File: config.mk
export PLATFORM = sky130hd
export DESIGN_NAME = crc_cmp_unit
export DESIGN_NICKNAME = d
export VERILOG_FILES = /design/src/rtl/crc_sig_pkg.sv /design/src/rtl/crc_cmp_unit.sv
export SDC_FILE = /design/constraint.sdc
export NUM_CORES = 1
export LEC_CHECK = 0
export CAP_MARGIN = 20
export CORE_MARGIN = 3
export CORE_UTILIZATION = 40
export DETAILED_ROUTE_END_ITERATION = 8
export DONT_BUFFER_PORTS = 1
export PLACE_DENSITY_LB_ADDON = 0.2
export SLEW_MARGIN = 20
export SYNTH_ARGS = -nofsm -noshare
export SYNTH_HDL_FRONTEND = slang
export SYNTH_SLANG_ARGS = --single-unit
File: constraint.sdc
create_clock -name clk -period 2.7 [get_ports clk]
set_clock_uncertainty 0.05 [all_clocks]
set_input_delay 0 -clock clk [delete_from_list [all_inputs] [get_ports clk]]
set_output_delay 0 -clock clk [all_outputs]
set_load 0.01 [all_outputs]
File: src/rtl/crc_sig_pkg.sv
package crc_sig_pkg;
  localparam int SIG_W  = 64;
  localparam int HALF_W = SIG_W / 2;
  localparam int NFLAG  = 4;
  localparam int ST_DONE = 0;
  localparam int ST_FAIL = 1;
  localparam int ST_OVR  = 2;
  localparam int ST_UND  = 3;

  // exchange the two 32-bit halves of a big-endian placed value
  function automatic logic [SIG_W-1:0] half_swap(input logic [SIG_W-1:0] v);
    return {v[HALF_W-1:0], v[SIG_W-1:HALF_W]};
  endfunction

  // one whole word folded MSB first, taps at 0,1,3,4
  function automatic logic [SIG_W-1:0] fold_word(input logic [SIG_W-1:0] seed,
                                                 input logic [SIG_W-1:0] word);
    logic [SIG_W-1:0] acc;
    logic             fb;
    acc = seed;
    for (int b = SIG_W - 1; b >= 0; b--) begin
      fb  = acc[SIG_W-1] ^ word[b];
      acc = {acc[SIG_W-2:0], fb};
      acc[1] = acc[1] ^ fb;
      acc[3] = acc[3] ^ fb;
      acc[4] = acc[4] ^ fb;
    end
    return acc;
  endfunction
endpackage

File: src/rtl/crc_cmp_unit.sv
module crc_cmp_unit
  import crc_sig_pkg::*;
(
  input  logic             clk,
  input  logic             rst,
  input  logic             chan_rst,
  input  logic             auto_en,
  input  logic             ref_vld,
  input  logic [SIG_W-1:0] ref_word,
  input  logic             sector_end,
  input  logic             block_end,
  input  logic [SIG_W-1:0] sector_value,
  input  logic [NFLAG-1:0] flag_clr,
  input  logic [NFLAG-1:0] irq_en,
  output logic [NFLAG-1:0] status,
  output logic             irq
);
  logic [SIG_W-1:0] ref_q;
  logic             pend_q;
  logic             consume;
  logic [NFLAG-1:0] set_v, stat_d;

  assign consume = sector_end && auto_en && pend_q;

  always_comb begin
    set_v          = '0;
    set_v[ST_DONE] = block_end;
    set_v[ST_FAIL] = consume && (ref_q != sector_value);
    set_v[ST_OVR]  = ref_vld && !chan_rst && pend_q && !consume;
    set_v[ST_UND]  = sector_end && auto_en && !pend_q;
    stat_d         = (status & ~flag_clr) | set_v;
  end

  always_ff @(posedge clk) begin
    if (rst) begin
      ref_q  <= '0;
      pend_q <= 1'b0;
      status <= '0;
      irq    <= 1'b0;
    end else begin
      status <= stat_d;
      irq    <= |(stat_d & irq_en);
      if (chan_rst) begin
        pend_q <= 1'b0;
      end else if (ref_vld) begin
        ref_q  <= ref_word;
        pend_q <= 1'b1;
      end else if (consume) begin
        pend_q <= 1'b0;
      end
    end
  end

  a_r8_underrun: assert property (@(posedge clk) disable iff (rst)
    (sector_end && auto_en && !pend_q) |=> (status[ST_UND] && $stable(status[ST_FAIL])));
  a_r7_overrun: assert property (@(posedge clk) disable iff (rst)
    (ref_vld && !chan_rst && pend_q && !(sector_end && auto_en)) |=> status[ST_OVR]);
  a_r11_irq_map: assert property (@(posedge clk) disable iff (rst)
    irq == |(status & $past(irq_en)));
  a_r12_no_compare: assert property (@(posedge clk) disable iff (rst)
    (!auto_en && !status[ST_FAIL] && !status[ST_UND]) |=> (!status[ST_FAIL] && !status[ST_UND]));
endmodule

==> results of run 1 <==
==> logic make-up after synthesis <==
| kind of cell | after synthesis |
|---|---|
| xor gates and xnor gates | 64 |
| DFF | 70 |
| and+or+nand+nor | 162 |
| AOI/OAI and AO/OA | 71 |
| buffers and inverters | 27 |
==> Yosys cell counts <==
cell and count:
nand2_1 129, dfxtp_1 70, a21oi_1 67, xor2_1 64
nor4_1 16, buf_1 10, clkbuf_1 10, inv_1 5
nand2b_1 4, nand4_1 4, nor2_1 4, buf_2 2
a32oi_1 1, nand4b_1 1, nor2b_1 1, nor3_1 1
nor4_2 1, o2111a_1 1, o22ai_1 1, o32ai_1 1
or2_2 1
==> through the flow <==
step                cell area [µm²]  hold WS [ns]  std cells  worst slack, ns   util
detailed placement             3190        0.0255        473            0.809  0.430
global placement               3190        0.0245        473            0.817  0.430
floorplan                      3120        0.0293        394             1.27      -
==> flow_metrics.env, run 1 <==
export IMPL_synth_top_cell_area_share=0.449
export IMPL_error="[ERROR RSZ-0060] Max buffer count reached."
export IMPL_synth_top_family_by_area="simple AND/OR/NAND/NOR gates"
export IMPL_synth_fa_ha_area_frac=0
export IMPL_synth_nets=537
export IMPL_post_cts_buffers=0
export IMPL_cts_repair_resized=0
export IMPL_outcome="did not finish"
export IMPL_cts_root_buffer="clkbuf_8"
export IMPL_synth_xor_area_frac=0.179
export IMPL_yosysUniqueCellTypes=21
export IMPL_ys_seq_area_frac=0.449
export IMPL_synth_mux_area_frac=0
export IMPL_synth_simple_area_share=0.220
export IMPL_start_util=0.422
export IMPL_synth_top_area_cell="dfxtp_1"
export IMPL_die_h_um=94.4
export IMPL_ioPinCount=148
export IMPL_ctsLongestPathBuffers=2
export IMPL_dp_final_hpwl_um=6230
export IMPL_synth_seq_cells=70
export IMPL_syn_inst=394
export IMPL_netlist_top_cells_area="dfxtp_1, xor2_1, nand2_1"
export IMPL_synth_compound_area_frac=0.119
export IMPL_cts_hold_buf=101
export IMPL_cts_num_sinks=70
export IMPL_fp_row_count=31
export IMPL_yosys_warnings=0
export IMPL_syn_area_um2=3120
export IMPL_h_tree_depth=3
export IMPL_lastStage="clock tree synthesis"
export IMPL_numCtsBuffers=9
export IMPL_synth_area_per_cell_um2=7.93
export IMPL_gp_congestion=0.724
export IMPL_portBuffers=0
export IMPL_fp_dieW_um=94.4
==> run 2, diff against run 1 <==
--- a/config.mk
+++ b/config.mk
@@ -7,10 +7,10 @@
 export LEC_CHECK = 0
 export CAP_MARGIN = 20
 export CORE_MARGIN = 3
-export CORE_UTILIZATION = 40
+export CORE_UTILIZATION = 25
 export DETAILED_ROUTE_END_ITERATION = 8
 export DONT_BUFFER_PORTS = 1
-export PLACE_DENSITY_LB_ADDON = 0.2
+export PLACE_DENSITY_LB_ADDON = 0.15
 export SLEW_MARGIN = 20
 export SYNTH_ARGS = -nofsm -noshare
 export SYNTH_HDL_FRONTEND = slang
==> flow_metrics.env, run 2 <==
export IMPL_syn_area_um2=3120
export IMPL_violations="hold timing"
export IMPL_hp_class="input pin to flop"
export IMPL_path_cells="xor2_1 > nor4_1 > nand4_1 > nor4_2 > o32ai_1 > dlygate4sd3_1"
export IMPL_h_tree_depth=3
export IMPL_drt_total_wl_um=10100
export IMPL_cts_num_sinks=70
export IMPL_max_slew_worst_pin_slew_ns=0.678
export IMPL_areaGrowthSynthToFinish_pct=44.2
export IMPL_cp_max_fo=2
export IMPL_vias_per_cell=4.34
export IMPL_cp_num_buf_inv=1
export IMPL_cts_repair_resized=0
export IMPL_synth_nets=537
export IMPL_nets=622
export IMPL_syn_inst=394
export IMPL_finalHoldViolCount=4
export IMPL_power_density_nw_per_um2=563
export IMPL_post_route_min_period_ns=2.44
export IMPL_fin_ws_ns=0.257
export IMPL_layout_drive_gt1_share=0.0436
export IMPL_cts_clk_slew_worst_paths_ns=0.06
export IMPL_crit_path_end_kind="flop"
export IMPL_ctsLongestPathBuffers=2
export IMPL_fp_dieW_um=118
export IMPL_cts_tree="built"
export IMPL_cts_root_buffer="clkbuf_16"
export IMPL_synth_top_area_cell="dfxtp_1"
export IMPL_drt_initial_drc_count=132
export IMPL_final_cells=650
export IMPL_final_antenna_net_count=0
export IMPL_top_regs="ref_q (64), status (4)"
export IMPL_layout_common_cells="nand2_1, dlygate4sd3_1, dfxtp_1, a21oi_1, xor2_1"
export IMPL_slew_headroom=0.548
export IMPL_clock_latency_ns=0.33
export IMPL_start_kind="flop"
export IMPL_synth_seq_cells=70
export IMPL_numCtsBuffers=9
export IMPL_grt_setup_unrepaired="false"
export IMPL_fp_coreArea_um2=12100
export IMPL_final_common_cell="nand2_1"
export IMPL_fp_row_count=40
export IMPL_yosys_cell_count_top_type="nand2_1"
export IMPL_vias=2819
export IMPL_grt_max_degree=72
export IMPL_regMostFlops="ref_q"
export IMPL_crit_path_top_delay_cell="dlygate4sd3_1"
export IMPL_required_ns=2.86
export IMPL_dp_final_hpwl_um=7050
export IMPL_timing_final_crit_share=0.905
export IMPL_synth_area_per_cell_um2=7.93
export IMPL_r2r_setup_slack_ns=0.26
export IMPL_synth_top_cell_area_share=0.449
export IMPL_crit_type="flop to flop"
export IMPL_synth_common_cells="nand2_1, dfxtp_1, a21oi_1"
export IMPL_dp_worst_setup_slack_ns=0.723
export IMPL_portBuffers=0
export IMPL_grt_total_usage=0.146
export IMPL_tns_ns=0
export IMPL_start_util=0.258
export IMPL_die_h_um=118
export IMPL_slowest_delay_ns=0.57
export IMPL_cp_arrival_ns=2.60
export IMPL_largest_reg_flops=64
export IMPL_slew_viol_final=0
export IMPL_wl_per_cell_um=15.6
export IMPL_synth_edf_count=0
export IMPL_leakage_nw=1.84
export IMPL_grt_pass1_vias=2981
export IMPL_yosysUniqueCellTypes=21
export IMPL_drc=0
export IMPL_async_flop_share=0
export IMPL_globalRoute_totalOverflow=0
export IMPL_vdd_ir_drop_max_v=0.000428
export IMPL_yosys_warnings=0
export IMPL_gp_congestion=0.733
export IMPL_outcome="finished, violations left"
export IMPL_netlist_top_cells_area="dfxtp_1, xor2_1, nand2_1"
export IMPL_maxCapViolCount=0
export IMPL_diodes=0
export IMPL_grt_first_pass_wirelength_um=15800
export IMPL_timing_critical_path_max_delay_family="simple AND/OR/NAND/NOR gates"
export IMPL_dieArea_um2=13900
export IMPL_synth_ff_type="dfxtp_1"
export IMPL_dpl_cell_count=543
export IMPL_first_pass_iters=5
export IMPL_antenna_found_initial=0
export IMPL_p_total_mw=2.54
export IMPL_ioPinCount=148
export IMPL_clock_fmax_mhz=409
export IMPL_timing_hold_ws_ns=-0.00481
export IMPL_setup_viol=0
export IMPL_ys_seq_area_frac=0.449
-- run 2: final timing paths --
| check | cells after the start | startpoint | endpoint |
|---|---|---|---|
| hold / removal | 2 | rst | ref_q[52] |
| hold reg to reg | 2 | ref_q[4] | ref_q[4] |
| setup / recovery | 6 | ref_q[15] | irq |
| setup reg to reg | 6 | ref_q[15] | irq |
-- run 2: what timing repair did --
item | 4_1_cts | 5_1_grt
buffers inserted | 0 | 0
hold buffers | 93 | 0
endpoints found under the hold margin | 70 | 0
endpoints found under the setup margin | 0 | 0
-- run 2: area by class of cell --
class                           count  area [µm²]
Timing Repair Buffer               96         971
Multi-Input combinational cell    297        1630
Fill cell                        1300        7610
Clock inverter                      1        5.00
Tap cell                          168         210
Inverter                            5        18.8
Sequential cell                    70        1400
Clock buffer                       13         270
-- run 2: power by group --
| group | internal (mW) | switching [mW] |
|---|---|---|
| sequential | 1.08 | 0.0320 |
| combinational | 0.168 | 0.142 |
| clock | 0.686 | 0.429 |
-- run 2: stage by stage --
step           hold slack (ns)  area [µm²]   util
2_1_floorplan           0.0293        3120      -
3_3_place_gp            0.0262        3280  0.271
3_5_place_dp            0.0288        3280  0.271
4_1_cts              0.0000283        4510  0.372
5_1_grt                 0.0221        4510  0.372
6_report              -0.00481        4510  0.372
-- run 2: kinds of logic (layout without fill, tap and decap cells) --
logic type | after synthesis | after routing | share of synthesized area
and+or+nand+nor | 162 | 162 | 0.220
DFF | 70 | 70 | 0.449
xor gates and xnor gates | 64 | 64 | 0.179
AOI/OAI and AO/OA | 71 | 71 | 0.119
buffers and inverters | 27 | 115 | 0.0332
-- run 2: routing by layer --
layer  track usage  wire length (µm)
met5             0                 0
met4        0.0418               127
met3        0.0524               674
met2         0.249              4830
met1         0.173              4500
No activity file was read; power rests on OpenSTA's default activity.
==> run 3, diff against run 2 <==
--- a/config.mk
+++ b/config.mk
@@ -10,6 +10,8 @@
 export CORE_UTILIZATION = 25
 export DETAILED_ROUTE_END_ITERATION = 8
 export DONT_BUFFER_PORTS = 1
+export GPL_ROUTABILITY_DRIVEN = 1
+export GPL_TIMING_DRIVEN = 0
 export PLACE_DENSITY_LB_ADDON = 0.15
 export SLEW_MARGIN = 20
 export SYNTH_ARGS = -nofsm -noshare
==> flow_metrics.env, run 3 (synthesis results as in run 2) <==
export IMPL_cts_root_buffer="clkbuf_16"
export IMPL_layout_common_cells="nand2_1, dlygate4sd3_1, dfxtp_1, a21oi_1, xor2_1"
export IMPL_top_regs="ref_q (64), status (4)"
export IMPL_leakage_nw=1.71
export IMPL_cts_clk_slew_worst_paths_ns=0.05
export IMPL_tns_ns=0
export IMPL_grt_first_pass_wirelength_um=16500
export IMPL_cts_tree="built"
export IMPL_path_cells="xor2_1 > nor4_1 > nand4_1 > nor4_2 > o22ai_1 > dlygate4sd3_1"
export IMPL_grt_util_met2=0.258
export IMPL_slew_viol_final=0
export IMPL_drt_initial_drc_count=93
export IMPL_required_ns=2.86
export IMPL_drt_total_wl_um=10800
export IMPL_clock_fmax_mhz=403
export IMPL_combPwrFrac=0.126
export IMPL_post_route_min_period_ns=2.48
export IMPL_grt_total_usage=0.158
export IMPL_slowest_delay_ns=0.58
export IMPL_nets=624
export IMPL_start_kind="flop"
export IMPL_seqPwrFrac=0.461
export IMPL_outcome="complete, no violations"
export IMPL_timing_critical_path_max_delay_family="simple AND/OR/NAND/NOR gates"
export IMPL_fp_coreArea_um2=12100
export IMPL_dp_final_hpwl_um=8090
export IMPL_final_antenna_net_count=0
export IMPL_vias=2840
export IMPL_wl_per_cell_um=16.6
export IMPL_p_int_mw=1.83
export IMPL_crit_path_end_kind="flop"
export IMPL_h_tree_depth=3
export IMPL_final_common_cell="nand2_1"
export IMPL_final_util=0.357
export IMPL_ioPinCount=148
export IMPL_grtUsageMet1=0.196
export IMPL_crit_path_start="ref_q[8]"
export IMPL_slew_headroom=0.605
export IMPL_numCtsBuffers=9
export IMPL_r2r_cells=6
export IMPL_first_pass_iters=4
export IMPL_r2r_setup_slack_ns=0.22
export IMPL_cp_num_cells=6
export IMPL_cp_max_fo=2
export IMPL_r2r_end="status[1]"
export IMPL_sw_frac_of_total=0.242
export IMPL_finalHoldViolCount=0
export IMPL_antenna_found_initial=0
export IMPL_globalRoute_totalOverflow=0
export IMPL_drc=0
export IMPL_dieArea_um2=13900
export IMPL_cp_arrival_ns=2.64
export IMPL_cp_num_buf_inv=1
export IMPL_clock_latency_ns=0.33
export IMPL_grt_setup_unrepaired="false"
export IMPL_grt_use_met3=0.0524
export IMPL_cts_repair_resized=0
export IMPL_endpoint="status[1]"
export IMPL_layout_drive_gt1_share=0.0270
export IMPL_grt_max_degree=11
export IMPL_vias_per_cell=4.38
export IMPL_hp_class="input pin to flop"
export IMPL_switchingPower_mw=0.585
export IMPL_fp_dieW_um=118
export IMPL_stdcell_area_um2=4330
export IMPL_areaGrowthSynthToFinish_pct=38.5
export IMPL_clock_power_share=0.412
export IMPL_crit_path_top_delay_cell="dlygate4sd3_1"
export IMPL_largest_reg_flops=64
export IMPL_power_density_nw_per_um2=558
export IMPL_start_util=0.258
export IMPL_cts_num_sinks=70
export IMPL_crit_type="flop to flop"
export IMPL_diodes=0
export IMPL_die_h_um=118
export IMPL_vdd_ir_drop_max_v=0.000264
export IMPL_postPlaceCellArea_um2=3330
export IMPL_maxCapViolCount=0
export IMPL_gp_congestion=0.748
export IMPL_ctsLongestPathBuffers=2
export IMPL_timing_final_crit_share=0.919
export IMPL_setup_viol=0
export IMPL_fillers=1343
export IMPL_grt_pass1_vias=2955
export IMPL_timing_rr_start="ref_q[8]"
export IMPL_top_usage_layer="met2"
export IMPL_regMostFlops="ref_q"
export IMPL_fp_row_count=40
export IMPL_portBuffers=0
export IMPL_max_slew_worst_pin_slew_ns=0.593
-- run 3: cell count changes in the layout (fill, tap and decap cells not counted), moves of 2 or more --
cell,before,now
dlygate4sd3_1,92,76
buf_1,0,10
clkbuf_8,3,0
buf_2,0,2
buf_4,3,0
clkbuf_1,1,12
-- run 3: per-layer routing --
| metal | vias up | wire (µm) |
|---|---|---|
| li1 | 1456 | - |
| met1 | 1274 | 4740 |
| met2 | 101 | 5200 |
| met3 | 9 | 722 |
| met4 | 0 | 125 |
| met5 | - | 0 |
-- run 3: what timing repair did --
action                                 CTS  global route
hold buffers                            76             0
endpoints found under the hold margin   70             0
buffers inserted                         0             0
-- run 3: worst min path at each step --
stage | endpoint | start | cells after the start | slack (ns)
4_1_cts | ref_q[48] | ref_vld | 4 | 0.04
2_1_floorplan | pend_q | chan_rst | 1 | 0.03
3_5_place_dp | pend_q | chan_rst | 1 | 0.04
5_1_grt | ref_q[49] | ref_vld | 4 | 0.06
3_3_place_gp | pend_q | chan_rst | 1 | 0.03
6_report | ref_q[46] | ref_vld | 4 | 0.04
-- run 3: worst register-to-register path, cell delays in order, from the launching register on --
cell           delay (ns)
dfxtp_1              0.32
xor2_1               0.16
nor4_1               0.45
nand4_1              0.22
nor4_2               0.42
o22ai_1              0.15
dlygate4sd3_1        0.58
-- run 3: per-stage QoR --
| step | power [mW] | hold WS, ns | setup slack (ns) | std cells |
|---|---|---|---|---|
| after floorplan | 1.29 | 0.0293 | 1.27 | 394 |
| after global placement | 1.35 | 0.0314 | 0.745 | 562 |
| after detailed placement | 1.36 | 0.0399 | 0.731 | 562 |
| after CTS | 2.48 | 0.0367 | 0.187 | 649 |
| after global routing | 2.56 | 0.0597 | 0.0951 | 649 |
| final | 2.42 | 0.0448 | 0.220 | 649 |
-- run 3: power by group through the flow --
stage	clock, mW	sequential (mW)	combinational (mW)
after floorplan	0	1.13	0.156
after detailed placement	0	1.14	0.221
after global routing	1.10	1.12	0.344
after CTS	1.05	1.11	0.313
after global placement	0	1.14	0.218
final	0.997	1.12	0.305
-- run 3: final cells by class --
type | count | area (µm²) | area share
Multi-Input combinational cell | 297 | 1620 | 0.374
Sequential cell | 70 | 1400 | 0.324
Timing Repair Buffer | 76 | 761 | 0.176
Tap cell | 168 | 210 | 0.0486
Clock buffer | 11 | 233 | 0.0538
Buffer | 22 | 85.1 | 0.0197
Inverter | 5 | 18.8 | 0.00434
==> run 4, diff against run 3 <==
--- a/config.mk
+++ b/config.mk
@@ -12,7 +12,7 @@
 export DONT_BUFFER_PORTS = 1
 export GPL_ROUTABILITY_DRIVEN = 1
 export GPL_TIMING_DRIVEN = 0
-export PLACE_DENSITY_LB_ADDON = 0.15
+export PLACE_DENSITY = 0.45
 export SLEW_MARGIN = 20
 export SYNTH_ARGS = -nofsm -noshare
 export SYNTH_HDL_FRONTEND = slang
==> flow_metrics.env, run 4 (synthesis results as in run 2) <==
export IMPL_max_slew_worst_pin_slew_ns=0.635
export IMPL_combPwrFrac=0.122
export IMPL_clock_power_share=0.433
export IMPL_h_tree_depth=3
export IMPL_post_cts_buffers=0
export IMPL_p_int_mw=1.90
export IMPL_layout_common_cells="nand2_1, dlygate4sd3_1, dfxtp_1, a21oi_1, xor2_1"
export IMPL_cp_max_fo=2
export IMPL_crit_type="flop to flop"
export IMPL_final_common_cell="nand2_1"
export IMPL_cts_root_buffer="clkbuf_16"
export IMPL_nets=624
export IMPL_drc=0
export IMPL_wl_per_cell_um=16.3
export IMPL_ctsLongestPathBuffers=2
export IMPL_grt_pass1_vias=2996
export IMPL_drt_total_wl_um=10600
export IMPL_start_kind="flop"
export IMPL_required_ns=2.87
export IMPL_crit_path_top_delay_cell="dlygate4sd3_1"
export IMPL_clock_latency_ns=0.33
export IMPL_slew_headroom=0.577
export IMPL_cts_clk_slew_worst_paths_ns=0.05
export IMPL_fp_coreArea_um2=12100
export IMPL_hp_class="input pin to flop"
export IMPL_start_util=0.258
export IMPL_top_regs="ref_q (64), status (4)"
export IMPL_antenna_found_initial=0
export IMPL_cp_num_buf_inv=1
export IMPL_slowest_delay_ns=0.58
export IMPL_areaGrowthSynthToFinish_pct=39.7
export IMPL_gp_congestion=0.730
export IMPL_die_h_um=118
export IMPL_tns_ns=0
export IMPL_timing_critical_path_max_delay_family="simple AND/OR/NAND/NOR gates"
export IMPL_dp_final_hpwl_um=8120
export IMPL_ioPinCount=148
export IMPL_cp_num_cells=6
export IMPL_numCtsBuffers=9
export IMPL_setup_viol=0
export IMPL_switchingPower_mw=0.603
export IMPL_cts_hold_buf=76
export IMPL_largest_reg_flops=64
export IMPL_fillers=1301
export IMPL_final_util=0.360
export IMPL_final_antenna_net_count=0
export IMPL_path_cells="xor2_1 > nor4_1 > nand4_1 > nor4_2 > o22ai_1 > dlygate4sd3_1"
export IMPL_dieArea_um2=13900
export IMPL_cts_tree="built"
export IMPL_finalHoldViolCount=0
export IMPL_drt_initial_drc_count=82
export IMPL_portBuffers=0
export IMPL_crit_path_end_kind="flop"
export IMPL_clock_fmax_mhz=402
export IMPL_grt_setup_unrepaired="false"
export IMPL_timing_rr_start="ref_q[8]"
export IMPL_r2r_cells=6
export IMPL_diodes=0
export IMPL_seqPwrFrac=0.445
export IMPL_vias=2878
export IMPL_grt_first_pass_wirelength_um=16300
export IMPL_leakage_nw=1.73
export IMPL_globalRoute_totalOverflow=0
export IMPL_fp_dieW_um=118
export IMPL_r2r_end="status[1]"
export IMPL_sw_frac_of_total=0.241
export IMPL_cp_arrival_ns=2.65
export IMPL_maxCapViolCount=0
export IMPL_grt_max_degree=11
export IMPL_crit_path_start="ref_q[8]"
export IMPL_r2r_setup_slack_ns=0.21
export IMPL_cts_repair_resized=0
export IMPL_layout_drive_gt1_share=0.0330
export IMPL_slew_viol_final=0
export IMPL_vias_per_cell=4.41
export IMPL_power_density_nw_per_um2=574
export IMPL_endpoint="status[1]"
export IMPL_first_pass_iters=4
export IMPL_post_route_min_period_ns=2.49
export IMPL_cts_num_sinks=70
export IMPL_outcome="complete, no violations"
export IMPL_vdd_ir_drop_max_v=0.000310
export IMPL_regMostFlops="ref_q"
export IMPL_timing_final_crit_share=0.920
export IMPL_fp_row_count=40
export IMPL_grt_total_usage=0.156
## run 4: cell count changes in the layout (fill, tap and decap cells not counted), sizes merged
cell    change
clkinv      +1
clkbuf      +3
## run 4: metrics by stage
step / worst slack, ns / power [mW] / instance area (µm²) / hold slack (ns) / cells
after floorplan: 1.27 / 1.29 / 3120 / 0.0293 / 394
after global placement: 0.627 / 1.35 / 3330 / 0.0301 / 562
after detailed placement: 0.625 / 1.36 / 3330 / 0.0376 / 562
after CTS: 0.0864 / 2.55 / 4360 / 0.0235 / 653
after global routing: 0.0148 / 2.63 / 4360 / 0.0608 / 653
final: 0.215 / 2.50 / 4360 / 0.0335 / 653
## run 4: area by class of cell
| class | instances | area [µm²] | share of cell area |
|---|---|---|---|
| well taps | 168 | 210 | 0.0482 |
| clock buffers | 14 | 264 | 0.0605 |
| flip-flops and latches | 70 | 1400 | 0.321 |
| repair buffers | 76 | 761 | 0.174 |
| plain buffers | 22 | 85.1 | 0.0195 |
| clock inverters | 1 | 5.00 | 0.00115 |
| inverters | 5 | 18.8 | 0.00430 |
| multi-input cells | 297 | 1620 | 0.371 |
## run 4: power by group through the flow
stage / clock network (mW) / registers (mW) / logic [mW]
2_1_floorplan: 0 / 1.13 / 0.156
3_5_place_dp: 0 / 1.14 / 0.220
5_1_grt: 1.17 / 1.12 / 0.341
6_report: 1.08 / 1.12 / 0.305
3_3_place_gp: 0 / 1.14 / 0.216
4_1_cts: 1.12 / 1.12 / 0.311
## run 4: worst min-delay path, delay by kind of cell
| family | cells | cell delay, ns |
|---|---|---|
| buf+inv | 1 | 0.19 |
| simple gates | 2 | 0.12 |
| compound gates | 1 | 0.05 |
## run 4: how the worst min path moves through the flow
| stage | from | to | slack [ns] | cells after the start |
|---|---|---|---|---|
| 6_report | ref_vld | ref_q[49] | 0.03 | 4 |
| 5_1_grt | ref_vld | ref_q[49] | 0.06 | 4 |
| 4_1_cts | ref_vld | ref_q[49] | 0.02 | 4 |
| 3_5_place_dp | chan_rst | pend_q | 0.04 | 1 |
| 3_3_place_gp | chan_rst | pend_q | 0.03 | 1 |
| 2_1_floorplan | chan_rst | pend_q | 0.03 | 1 |
## run 4: per-layer routing
metal  GRT usage  vias up  part of all wire
met5           0        -                 0
met4      0.0645        0             0.024
met3      0.0658       18             0.075
met2       0.248      111              0.46
met1       0.185     1290              0.44
li1            -     1459                 -
